File: src/rtl/fsc_pkg.sv
package fsc_pkg;
    localparam int NSTG = 4;
    localparam int ST_W = 4;

    typedef enum logic [ST_W-1:0] {
        ST_RUN     = 4'd0,
        ST_IDLE    = 4'd1,
        ST_SQUASH  = 4'd2,
        ST_BLOCK   = 4'd3,
        ST_WRSP    = 4'd4,
        ST_WRTY    = 4'd5,
        ST_DONE    = 4'd6,
        ST_TRAP    = 4'd7,
        ST_QUIESCE = 4'd8
    } fst_e;
endpackage

File: src/rtl/fsc_stall_track.sv
module fsc_stall_track #(
    parameter int NUM_THR = 4,
    parameter int NSTG    = 4
) (
    input  logic                    clk,
    input  logic                    rst_n,
    input  logic [NSTG*NUM_THR-1:0] block_i,
    input  logic [NSTG*NUM_THR-1:0] unblock_i,
    input  logic                    ctx_switch_i,
    output logic [NUM_THR-1:0]      stalled_o
);
    localparam int NBITS = NSTG * NUM_THR;

    logic [NBITS-1:0] bits_q;
    logic [NBITS-1:0] bits_d;

    // unblock applied after block: unblock wins a same-cycle collision
    assign bits_d = (bits_q | block_i) & ~unblock_i;

    always_ff @(posedge clk) begin
        if (!rst_n) bits_q <= '0;
        else        bits_q <= bits_d;
    end

    for (genvar t = 0; t < NUM_THR; t++) begin : g_thr
        logic [NSTG-1:0] per_stage;
        for (genvar s = 0; s < NSTG; s++) begin : g_stg
            assign per_stage[s] = bits_d[s*NUM_THR + t];
        end
        assign stalled_o[t] = (|per_stage) | ctx_switch_i;
    end
endmodule

File: src/rtl/fsc_retry_slot.sv
module fsc_retry_slot #(
    parameter int NUM_THR = 4,
    parameter int TAG_W   = 4,
    localparam int TID_W  = $clog2(NUM_THR)
) (
    input  logic               clk,
    input  logic               rst_n,
    input  logic               load_i,
    input  logic [TID_W-1:0]   load_tid_i,
    input  logic [TAG_W-1:0]   load_tag_i,
    input  logic               retry_i,
    input  logic               retry_ok_i,
    input  logic [NUM_THR-1:0] redirect_i,
    output logic               full_o,
    output logic [TID_W-1:0]   tid_o,
    output logic [TAG_W-1:0]   tag_o
);
    logic drain;

    assign drain = full_o && ((retry_i && retry_ok_i) || redirect_i[tid_o]);

    always_ff @(posedge clk) begin
        if (!rst_n) begin
            full_o <= 1'b0;
            tid_o  <= '0;
            tag_o  <= '0;
        end else if (load_i) begin
            full_o <= 1'b1;
            tid_o  <= load_tid_i;
            tag_o  <= load_tag_i;
        end else if (drain) begin
            full_o <= 1'b0;
        end
    end

    // only one retry may be held: a refusal can never land on a full slot
    p_single_slot_r7 : assert property (@(posedge clk) disable iff (!rst_n)
        load_i |-> !full_o);

    // an accepted retry always frees the port
    p_retry_frees_r9 : assert property (@(posedge clk) disable iff (!rst_n)
        (full_o && retry_i && retry_ok_i) |=> !full_o);
endmodule

File: src/rtl/fsc_thread.sv
module fsc_thread
    import fsc_pkg::*;
#(
    parameter int              PC_W     = 32,
    parameter int              TAG_W    = 4,
    parameter int              LINE_W   = 64,
    parameter logic [PC_W-1:0] RESET_PC = '0
) (
    input  logic              clk,
    input  logic              rst_n,
    input  logic              stalled_i,
    input  logic              cmt_sq_i,
    input  logic [PC_W-1:0]   cmt_pc_i,
    input  logic              rob_busy_i,
    input  logic              dec_sq_i,
    input  logic [PC_W-1:0]   dec_pc_i,
    input  logic              req_i,
    input  logic              req_ack_i,
    input  logic [TAG_W-1:0]  req_tag_i,
    input  logic              rsp_i,
    input  logic [TAG_W-1:0]  rsp_tag_i,
    input  logic [LINE_W-1:0] rsp_data_i,
    input  logic              retry_fire_i,
    input  logic [TAG_W-1:0]  slot_tag_i,
    input  logic              advance_i,
    input  logic              trap_i,
    input  logic              quiesce_i,
    input  logic              wake_i,
    output fst_e              state_o,
    output logic [PC_W-1:0]   pc_o,
    output logic [PC_W-1:0]   npc_o,
    output logic [LINE_W-1:0] line_o,
    output logic              cancel_o,
    output logic              redirect_o,
    output logic              refuse_o,
    output logic              rsp_ok_o
);
    fst_e             st_d;
    logic [PC_W-1:0]  target;
    logic             set_tag;
    logic [TAG_W-1:0] new_tag;
    logic [TAG_W-1:0] otag_q;

    // next-state priority chain
    always_comb begin
        st_d       = state_o;
        redirect_o = 1'b0;
        target     = cmt_pc_i;
        refuse_o   = 1'b0;
        rsp_ok_o   = 1'b0;
        set_tag    = 1'b0;
        new_tag    = req_tag_i;
        if (cmt_sq_i) begin
            st_d       = ST_SQUASH;
            redirect_o = 1'b1;
        end else if (rob_busy_i) begin
            st_d = ST_SQUASH;
        end else if (dec_sq_i) begin
            if (state_o != ST_SQUASH) begin
                st_d       = ST_SQUASH;
                redirect_o = 1'b1;
                target     = dec_pc_i;
            end
        end else if (stalled_i && state_o != ST_WRSP && state_o != ST_WRTY) begin
            st_d = ST_BLOCK;
        end else if (state_o == ST_BLOCK || state_o == ST_SQUASH) begin
            st_d = ST_RUN;
        end else begin
            unique case (state_o)
                ST_RUN: begin
                    if (trap_i) begin
                        st_d = ST_TRAP;
                    end else if (quiesce_i) begin
                        st_d = ST_QUIESCE;
                    end else if (req_i) begin
                        if (req_ack_i) begin
                            st_d    = ST_WRSP;
                            set_tag = 1'b1;
                        end else begin
                            st_d     = ST_WRTY;
                            refuse_o = 1'b1;
                        end
                    end
                end
                ST_WRSP: begin
                    if (rsp_i && rsp_tag_i == otag_q) begin
                        rsp_ok_o = 1'b1;
                        st_d     = stalled_i ? ST_BLOCK : ST_DONE;
                    end
                end
                ST_WRTY: begin
                    if (retry_fire_i) begin
                        st_d    = ST_WRSP;
                        set_tag = 1'b1;
                        new_tag = slot_tag_i;
                    end
                end
                ST_DONE:    if (advance_i) st_d = ST_RUN;
                ST_QUIESCE: if (wake_i)    st_d = ST_RUN;
                default: ;
            endcase
        end
    end

    // state register
    always_ff @(posedge clk) begin
        if (!rst_n) state_o <= ST_RUN;
        else        state_o <= st_d;
    end

    // outputs and per-thread data
    always_ff @(posedge clk) begin
        if (!rst_n) begin
            pc_o     <= RESET_PC;
            npc_o    <= RESET_PC + PC_W'(4);
            line_o   <= '0;
            cancel_o <= 1'b0;
            otag_q   <= '0;
        end else begin
            cancel_o <= redirect_o && (state_o == ST_WRSP);
            if (redirect_o) begin
                pc_o  <= target;
                npc_o <= target + PC_W'(4);
            end
            if (rsp_ok_o) line_o <= rsp_data_i;
            if (set_tag)  otag_q <= new_tag;
        end
    end

    // commit redirect wins over everything
    p_commit_wins_r3 : assert property (@(posedge clk) disable iff (!rst_n)
        cmt_sq_i |=> (state_o == ST_SQUASH) && (pc_o == $past(cmt_pc_i)));

    // still-discarding flag holds the thread in Squash
    p_rob_hold_r4 : assert property (@(posedge clk) disable iff (!rst_n)
        (rob_busy_i && !cmt_sq_i) |=> state_o == ST_SQUASH);

    // stall blocks every state but the two cache waits
    p_stall_block_r6 : assert property (@(posedge clk) disable iff (!rst_n)
        (!cmt_sq_i && !rob_busy_i && !dec_sq_i && stalled_i &&
         state_o != ST_WRSP && state_o != ST_WRTY) |=> state_o == ST_BLOCK);
endmodule

File: src/rtl/fetch_status_ctrl.sv
module fetch_status_ctrl
    import fsc_pkg::*;
#(
    parameter int              NUM_THR  = 4,
    parameter int              PC_W     = 32,
    parameter int              TAG_W    = 4,
    parameter int              LINE_W   = 64,
    parameter int              CNT_W    = 8,
    parameter logic [PC_W-1:0] RESET_PC = '0,
    localparam int             TID_W    = $clog2(NUM_THR)
) (
    input  logic                     clk,
    input  logic                     rst_n,
    input  logic [NSTG*NUM_THR-1:0]  block_i,
    input  logic [NSTG*NUM_THR-1:0]  unblock_i,
    input  logic                     ctx_switch_i,
    input  logic                     cmt_sq_vld_i,
    input  logic [TID_W-1:0]         cmt_sq_tid_i,
    input  logic [PC_W-1:0]          cmt_sq_pc_i,
    input  logic                     dec_sq_vld_i,
    input  logic [TID_W-1:0]         dec_sq_tid_i,
    input  logic [PC_W-1:0]          dec_sq_pc_i,
    input  logic [NUM_THR-1:0]       rob_busy_i,
    input  logic                     req_vld_i,
    input  logic [TID_W-1:0]         req_tid_i,
    input  logic                     req_ack_i,
    input  logic [TAG_W-1:0]         req_tag_i,
    input  logic                     rsp_vld_i,
    input  logic [TID_W-1:0]         rsp_tid_i,
    input  logic [TAG_W-1:0]         rsp_tag_i,
    input  logic [LINE_W-1:0]        rsp_data_i,
    input  logic                     retry_i,
    input  logic                     retry_ok_i,
    input  logic [NUM_THR-1:0]       advance_i,
    input  logic [NUM_THR-1:0]       trap_i,
    input  logic [NUM_THR-1:0]       quiesce_i,
    input  logic [NUM_THR-1:0]       wake_i,
    output logic [ST_W*NUM_THR-1:0]  state_o,
    output logic [PC_W*NUM_THR-1:0]  pc_o,
    output logic [PC_W*NUM_THR-1:0]  npc_o,
    output logic [LINE_W*NUM_THR-1:0] line_o,
    output logic [NUM_THR-1:0]       cancel_o,
    output logic                     port_blocked_o,
    output logic                     active_o,
    output logic [CNT_W-1:0]         drop_cnt_o
);
    logic [NUM_THR-1:0] stalled;
    logic [NUM_THR-1:0] redirect_vec;
    logic [NUM_THR-1:0] refuse_vec;
    logic [NUM_THR-1:0] rsp_ok_vec;
    logic [NUM_THR-1:0] busy_vec;
    fst_e               st_vec [NUM_THR];
    logic               slot_full;
    logic [TID_W-1:0]   slot_tid;
    logic [TAG_W-1:0]   slot_tag;
    logic [TID_W-1:0]   load_tid;
    logic               drop_evt;

    fsc_stall_track #(.NUM_THR(NUM_THR), .NSTG(NSTG)) u_stall (
        .clk          (clk),
        .rst_n        (rst_n),
        .block_i      (block_i),
        .unblock_i    (unblock_i),
        .ctx_switch_i (ctx_switch_i),
        .stalled_o    (stalled)
    );

    always_comb begin
        load_tid = '0;
        for (int i = 0; i < NUM_THR; i++) begin
            if (refuse_vec[i]) load_tid = TID_W'(i);
        end
    end

    fsc_retry_slot #(.NUM_THR(NUM_THR), .TAG_W(TAG_W)) u_slot (
        .clk        (clk),
        .rst_n      (rst_n),
        .load_i     (|refuse_vec),
        .load_tid_i (load_tid),
        .load_tag_i (req_tag_i),
        .retry_i    (retry_i),
        .retry_ok_i (retry_ok_i),
        .redirect_i (redirect_vec),
        .full_o     (slot_full),
        .tid_o      (slot_tid),
        .tag_o      (slot_tag)
    );

    for (genvar t = 0; t < NUM_THR; t++) begin : g_thr
        logic mine_cmt, mine_dec, mine_req, mine_rsp, mine_retry;

        assign mine_cmt   = cmt_sq_vld_i && (cmt_sq_tid_i == TID_W'(t));
        assign mine_dec   = dec_sq_vld_i && (dec_sq_tid_i == TID_W'(t));
        assign mine_req   = req_vld_i && (req_tid_i == TID_W'(t)) && !slot_full;
        assign mine_rsp   = rsp_vld_i && (rsp_tid_i == TID_W'(t));
        assign mine_retry = retry_i && retry_ok_i && slot_full && (slot_tid == TID_W'(t));

        fsc_thread #(
            .PC_W(PC_W), .TAG_W(TAG_W), .LINE_W(LINE_W), .RESET_PC(RESET_PC)
        ) u_thr (
            .clk          (clk),
            .rst_n        (rst_n),
            .stalled_i    (stalled[t]),
            .cmt_sq_i     (mine_cmt),
            .cmt_pc_i     (cmt_sq_pc_i),
            .rob_busy_i   (rob_busy_i[t]),
            .dec_sq_i     (mine_dec),
            .dec_pc_i     (dec_sq_pc_i),
            .req_i        (mine_req),
            .req_ack_i    (req_ack_i),
            .req_tag_i    (req_tag_i),
            .rsp_i        (mine_rsp),
            .rsp_tag_i    (rsp_tag_i),
            .rsp_data_i   (rsp_data_i),
            .retry_fire_i (mine_retry),
            .slot_tag_i   (slot_tag),
            .advance_i    (advance_i[t]),
            .trap_i       (trap_i[t]),
            .quiesce_i    (quiesce_i[t]),
            .wake_i       (wake_i[t]),
            .state_o      (st_vec[t]),
            .pc_o         (pc_o[t*PC_W +: PC_W]),
            .npc_o        (npc_o[t*PC_W +: PC_W]),
            .line_o       (line_o[t*LINE_W +: LINE_W]),
            .cancel_o     (cancel_o[t]),
            .redirect_o   (redirect_vec[t]),
            .refuse_o     (refuse_vec[t]),
            .rsp_ok_o     (rsp_ok_vec[t])
        );

        assign state_o[t*ST_W +: ST_W] = st_vec[t];
        assign busy_vec[t] = (st_vec[t] == ST_RUN) || (st_vec[t] == ST_SQUASH) ||
                             (st_vec[t] == ST_DONE);

        // a cancel strobe only follows a thread that was waiting on a response
        p_cancel_src_r10 : assert property (@(posedge clk) disable iff (!rst_n)
            cancel_o[t] |-> $past(st_vec[t]) == ST_WRSP);
    end

    assign active_o       = |busy_vec;
    assign port_blocked_o = slot_full;
    assign drop_evt       = rsp_vld_i && !rsp_ok_vec[rsp_tid_i];

    always_ff @(posedge clk) begin
        if (!rst_n)        drop_cnt_o <= '0;
        else if (drop_evt) drop_cnt_o <= drop_cnt_o + CNT_W'(1);
    end

    // a request offered to a blocked port never clears the block by itself
    p_blocked_ignore_r7 : assert property (@(posedge clk) disable iff (!rst_n)
        (slot_full && req_vld_i && !retry_i && !(|redirect_vec)) |=> port_blocked_o);

    // at most one thread can be refused per cycle
    p_one_refusal_r7 : assert property (@(posedge clk) disable iff (!rst_n)
        $onehot0(refuse_vec));
endmodule

File: config.mk
export PLATFORM = sky130hd
export DESIGN_NAME = fetch_status_ctrl
export DESIGN_NICKNAME = d
export VERILOG_FILES = /design/src/rtl/fsc_pkg.sv /design/src/rtl/fsc_stall_track.sv /design/src/rtl/fsc_retry_slot.sv /design/src/rtl/fsc_thread.sv /design/src/rtl/fetch_status_ctrl.sv
export SDC_FILE = /design/constraint.sdc
export NUM_CORES = 1
export LEC_CHECK = 0
export BUFFER_PORTS_ARGS = -buffer_cell sky130_fd_sc_hd__buf_4
export CAP_MARGIN = 20
export CORE_AREA = 2 2 294 296
export DETAILED_ROUTE_END_ITERATION = 12
export DIE_AREA = 0 0 296 298
export PLACE_DENSITY = 0.62
export SLEW_MARGIN = 20
export SYNTH_ARGS = -nofsm -noshare
export SYNTH_HDL_FRONTEND = slang
export SYNTH_SLANG_ARGS = --single-unit
export TNS_END_PERCENT = 20
File: constraint.sdc
create_clock -name clk -period 7.9 [get_ports clk]
set_clock_uncertainty 0.1 [all_clocks]
set_input_delay 0.79 -clock clk [delete_from_list [all_inputs] [get_ports clk]]
set_output_delay 0.79 -clock clk [all_outputs]
set_load 0.05 [all_outputs]
==> out/results.ini <==
[status]
status=completed

[die]
core-area_um2=84900
die_area_um2=88200
die_y_um=298
initial_core_util_pct=31.9
rows=107
dieWidth_um=296
num_io_pins=748

[timing]
fmax_ghz=0.220
rsz0062_at_grt=no
worst_slew_pin_slew_ns=1.07
finalMaxSlewViolations=0
holdWs_ns=0.332
hold_viol=0
setup_viol=0
period_share_pct=57.6
fin_crit_ns=4.55
max_slew_margin_pct=28.8
finalSetupTns_ns=0

[place]
dp.cells=5083
numPortBuffers=747
dp_hpwl_mm=91.7
place_area_um2=33200
gp_congestion=0.958

[final_layout]
stdcell_area_um2=35600
drive_above_1_share_pct=23.8
final_nets=4220
instances_no_fill=5213
syn_to_final_growth_pct=31.7

[clock_tree]
postCtsSetupRepairBufs=0
ctsHtreeMaxLevel=3
clkLatencyLatePin_ns=0.62
cts_hold_buf=0
cts.path.max_buffers=3
clkTransAtPathRegs_ns=0.06
root_buffer=clkbuf_16
clock-sinks=571
cts_tree=done
post_cts_resized=0
cts_inserted_buffers=68

[setup_path]
ff2ff_setup_slack_ns=3.35
cpPeakStageDelay_ns=0.86
rr_endpoint=g_thr[1].u_thr.npc_o[26]$_SDFFE_PN0P_
crit_path_start_kind=flop
critPathSlowestCell=nor4b_1
cp_max_fo=38
reg2reg_from=g_thr[1].u_thr.state_o[1]$_SDFFE_PN0P_
worstRegToRegCells=10
cp.required_ns=8.27
path_cells=nor4b_1, or4_4, nand2_1, nand2_1, ha_1, nor4b_1, o221ai_1, xor2_1, nand2_1, a21oi_1
arrival_ns=4.92
crit_top_cell=nand2_1
endpoint_kind=flop
path_class=reg -> reg

[synthesis]
ys_seq_area_share_pct=42.2
synthAdderAreaFrac_pct=0.231
synth_seq_cells=571
synth_cell_types=92
synth_edf_count=0
syn-cell-area_um2=27100
muxShareOfSynthArea_pct=5.92
async_flop_share_pct=0
syn-mean-instance-area_um2=7.83
synth_top_family_by_area=simple AND/OR/NAND/NOR gates
synth_xor_area_share_pct=4.40
syn-num-nets=3669
synth_compound_area_share_pct=17.5
ys.flop_type=dfxtp_1
synth_cells=3458
synth_simple_gate_area_share_pct=24.8
yosys_warnings=0

[run]
maxCapViolations=0

[global_route]
grt_pass1_wl_mm=182
grt_pass1_vias=25900
grt_use_total_pct=27.7
grt-ovfl-total=0
antenna_found_initial=5
grt_max_degree=195

[detailed_routing]
avgRoutedWirePerCell_um=24.7
wl_mm=129
via_count=28600
drt_iter0_drc=3401
drtAntennaViolNets=0
via_per_inst=5.48
drc=0
first_pass_iters=7

[power]
p_per_area_nw_per_um2=211
p_leak_nw=13.8
ir_drop_v=0.000165

[hold_path]
min_path_type=in -> reg
min_to=g_thr[2].u_thr.line_o[24]$_SDFFE_PN0P_
hold_path_depth=3
hp-start=rsp_data_i[24]

sequential cells by signal, indices dropped and copies added, names as in the netlist:
| signal | flops |
|---|---|
| u_stall.bits_q | 16 |
| g_thr.u_thr.pc_o | 120 |
| g_thr.u_thr.otag_q | 16 |
| g_thr.u_thr.npc_o | 128 |
| u_slot.full_o | 1 |
| g_thr.u_thr.line_o | 256 |
| g_thr.u_thr.state_o | 16 |
| u_slot.tag_o | 4 |
| drop_cnt_o | 8 |
| g_thr.u_thr.cancel_o | 4 |
| u_slot.tid_o | 2 |
power by group:
| group | internal [W] | switching [W] | leakage (nW) |
|---|---|---|---|
| Clock | 0.00199 | 0.00138 | 1.17 |
| Combinational | 0.000321 | 0.000798 | 7.98 |
| Sequential | 0.00296 | 0.0000733 | 4.63 |
worst max-delay path by stage:
stage,from,to,slack [ns],cells past startpoint
floorplan,cmt_sq_tid_i[0],g_thr[1].u_thr.npc_o[26]$_SDFFE_PN0P_,3.70,16
global placement,cmt_sq_vld_i,g_thr[1].u_thr.npc_o[26]$_SDFFE_PN0P_,3.42,12
detailed placement,cmt_sq_tid_i[1],g_thr[1].u_thr.npc_o[26]$_SDFFE_PN0P_,3.28,12
CTS,g_thr[1].u_thr.state_o[1]$_SDFFE_PN0P_,g_thr[1].u_thr.npc_o[26]$_SDFFE_PN0P_,3.43,10
global route,g_thr[1].u_thr.state_o[1]$_SDFFE_PN0P_,g_thr[1].u_thr.npc_o[26]$_SDFFE_PN0P_,2.91,10
finish,g_thr[1].u_thr.state_o[1]$_SDFFE_PN0P_,g_thr[1].u_thr.npc_o[26]$_SDFFE_PN0P_,3.35,10
critical path, delay by kind of cell (launching register included):
| kind | cells | cell delay [ns] |
|---|---|---|
| AND/OR/NAND/NOR | 6 | 2.53 |
| flip-flops | 1 | 0.60 |
| adder cells (fa/ha/maj) | 1 | 0.56 |
| AO/OA/AOI/OAI | 2 | 0.36 |
| XOR/XNOR | 1 | 0.19 |
stage by stage:
stage | util, % | worst slack [ns] | power (W)
2_1_floorplan | - | 3.70 | 0.00373
3_3_place_gp | 39.1 | 3.42 | 0.00419
3_5_place_dp | 39.1 | 3.28 | 0.00419
4_1_cts | 42.0 | 3.43 | 0.00755
5_1_grt | 42.0 | 2.91 | 0.00774
6_report | 42.0 | 3.35 | 0.00752
cell type report:
class | instances | area (um2)
antenna | 4 | 10.0
clock buffer | 100 | 2050
clock inverter | 26 | 347
fill | 8812 | 49200
inverter | 27 | 109
multi-input combinational | 2564 | 14400
sequential | 571 | 11400
tap | 1144 | 1430
timing repair buffer | 777 | 5850
synth_stat cells, types with 46 or more instances:
cell type / number / area share (%)
a211oi_1: 91 / 2.5
nand2_1: 821 / 11
nand3_1: 134 / 2.5
nor2_1: 261 / 3.6
mux2i_1: 128 / 4.7
xnor2_1: 65 / 2.1
clkbuf_1: 233 / 3.2
a21oi_1: 378 / 7.0
dfxtp_1: 571 / 42
nor3_1: 65 / 1.2
xor2_1: 71 / 2.3
o21ai_0: 55 / 1.0
nand4_1: 46 / 1.1
layout by cell type, fill, tap and decap left out, types with 7 or more instances in the layout:
master / instances
o31ai_1: 10
nand4_1: 46
a21oi_1: 378
or3b_2: 10
o21a_1: 10
nor3_1: 64
nor3b_1: 7
o21bai_1: 19
clkbuf_16: 69
and2_1: 13
nand3_1: 134
inv_1: 26
o21ai_0: 55
and3_1: 20
clkbuf_1: 10
o2111ai_1: 11
dfxtp_1: 571
clkbuf_8: 21
nand2b_1: 18
a31oi_1: 13
nand3b_1: 7
or4_1: 9
nand2_1: 821
or3_1: 20
a211oi_1: 91
mux2_2: 16
buf_4: 776
mux2i_1: 128
xor2_1: 71
a311oi_1: 33
o21ai_1: 34
clkinv_2: 10
nor4b_1: 8
o211ai_1: 29
xnor2_1: 65
nor2_1: 259
nor4_1: 22
kinds of logic after synthesis:
group | count (synthesis)
simple gates | 1508
compound gates | 763
flops | 571
buf+inv | 323
mux | 152
xor+xnor | 136
fa+ha+maj | 5
layer usage:
layer | up-vias | GRT usage [%] | wire length [um]
li1 | 13100 | - | -
met1 | 13500 | 35.9 | 51800
met2 | 1582 | 42.8 | 57600
met3 | 332 | 8.53 | 14100
met4 | 6 | 11.2 | 5470
met5 | - | 0 | 45
Power figures use the tool's default switching activity.
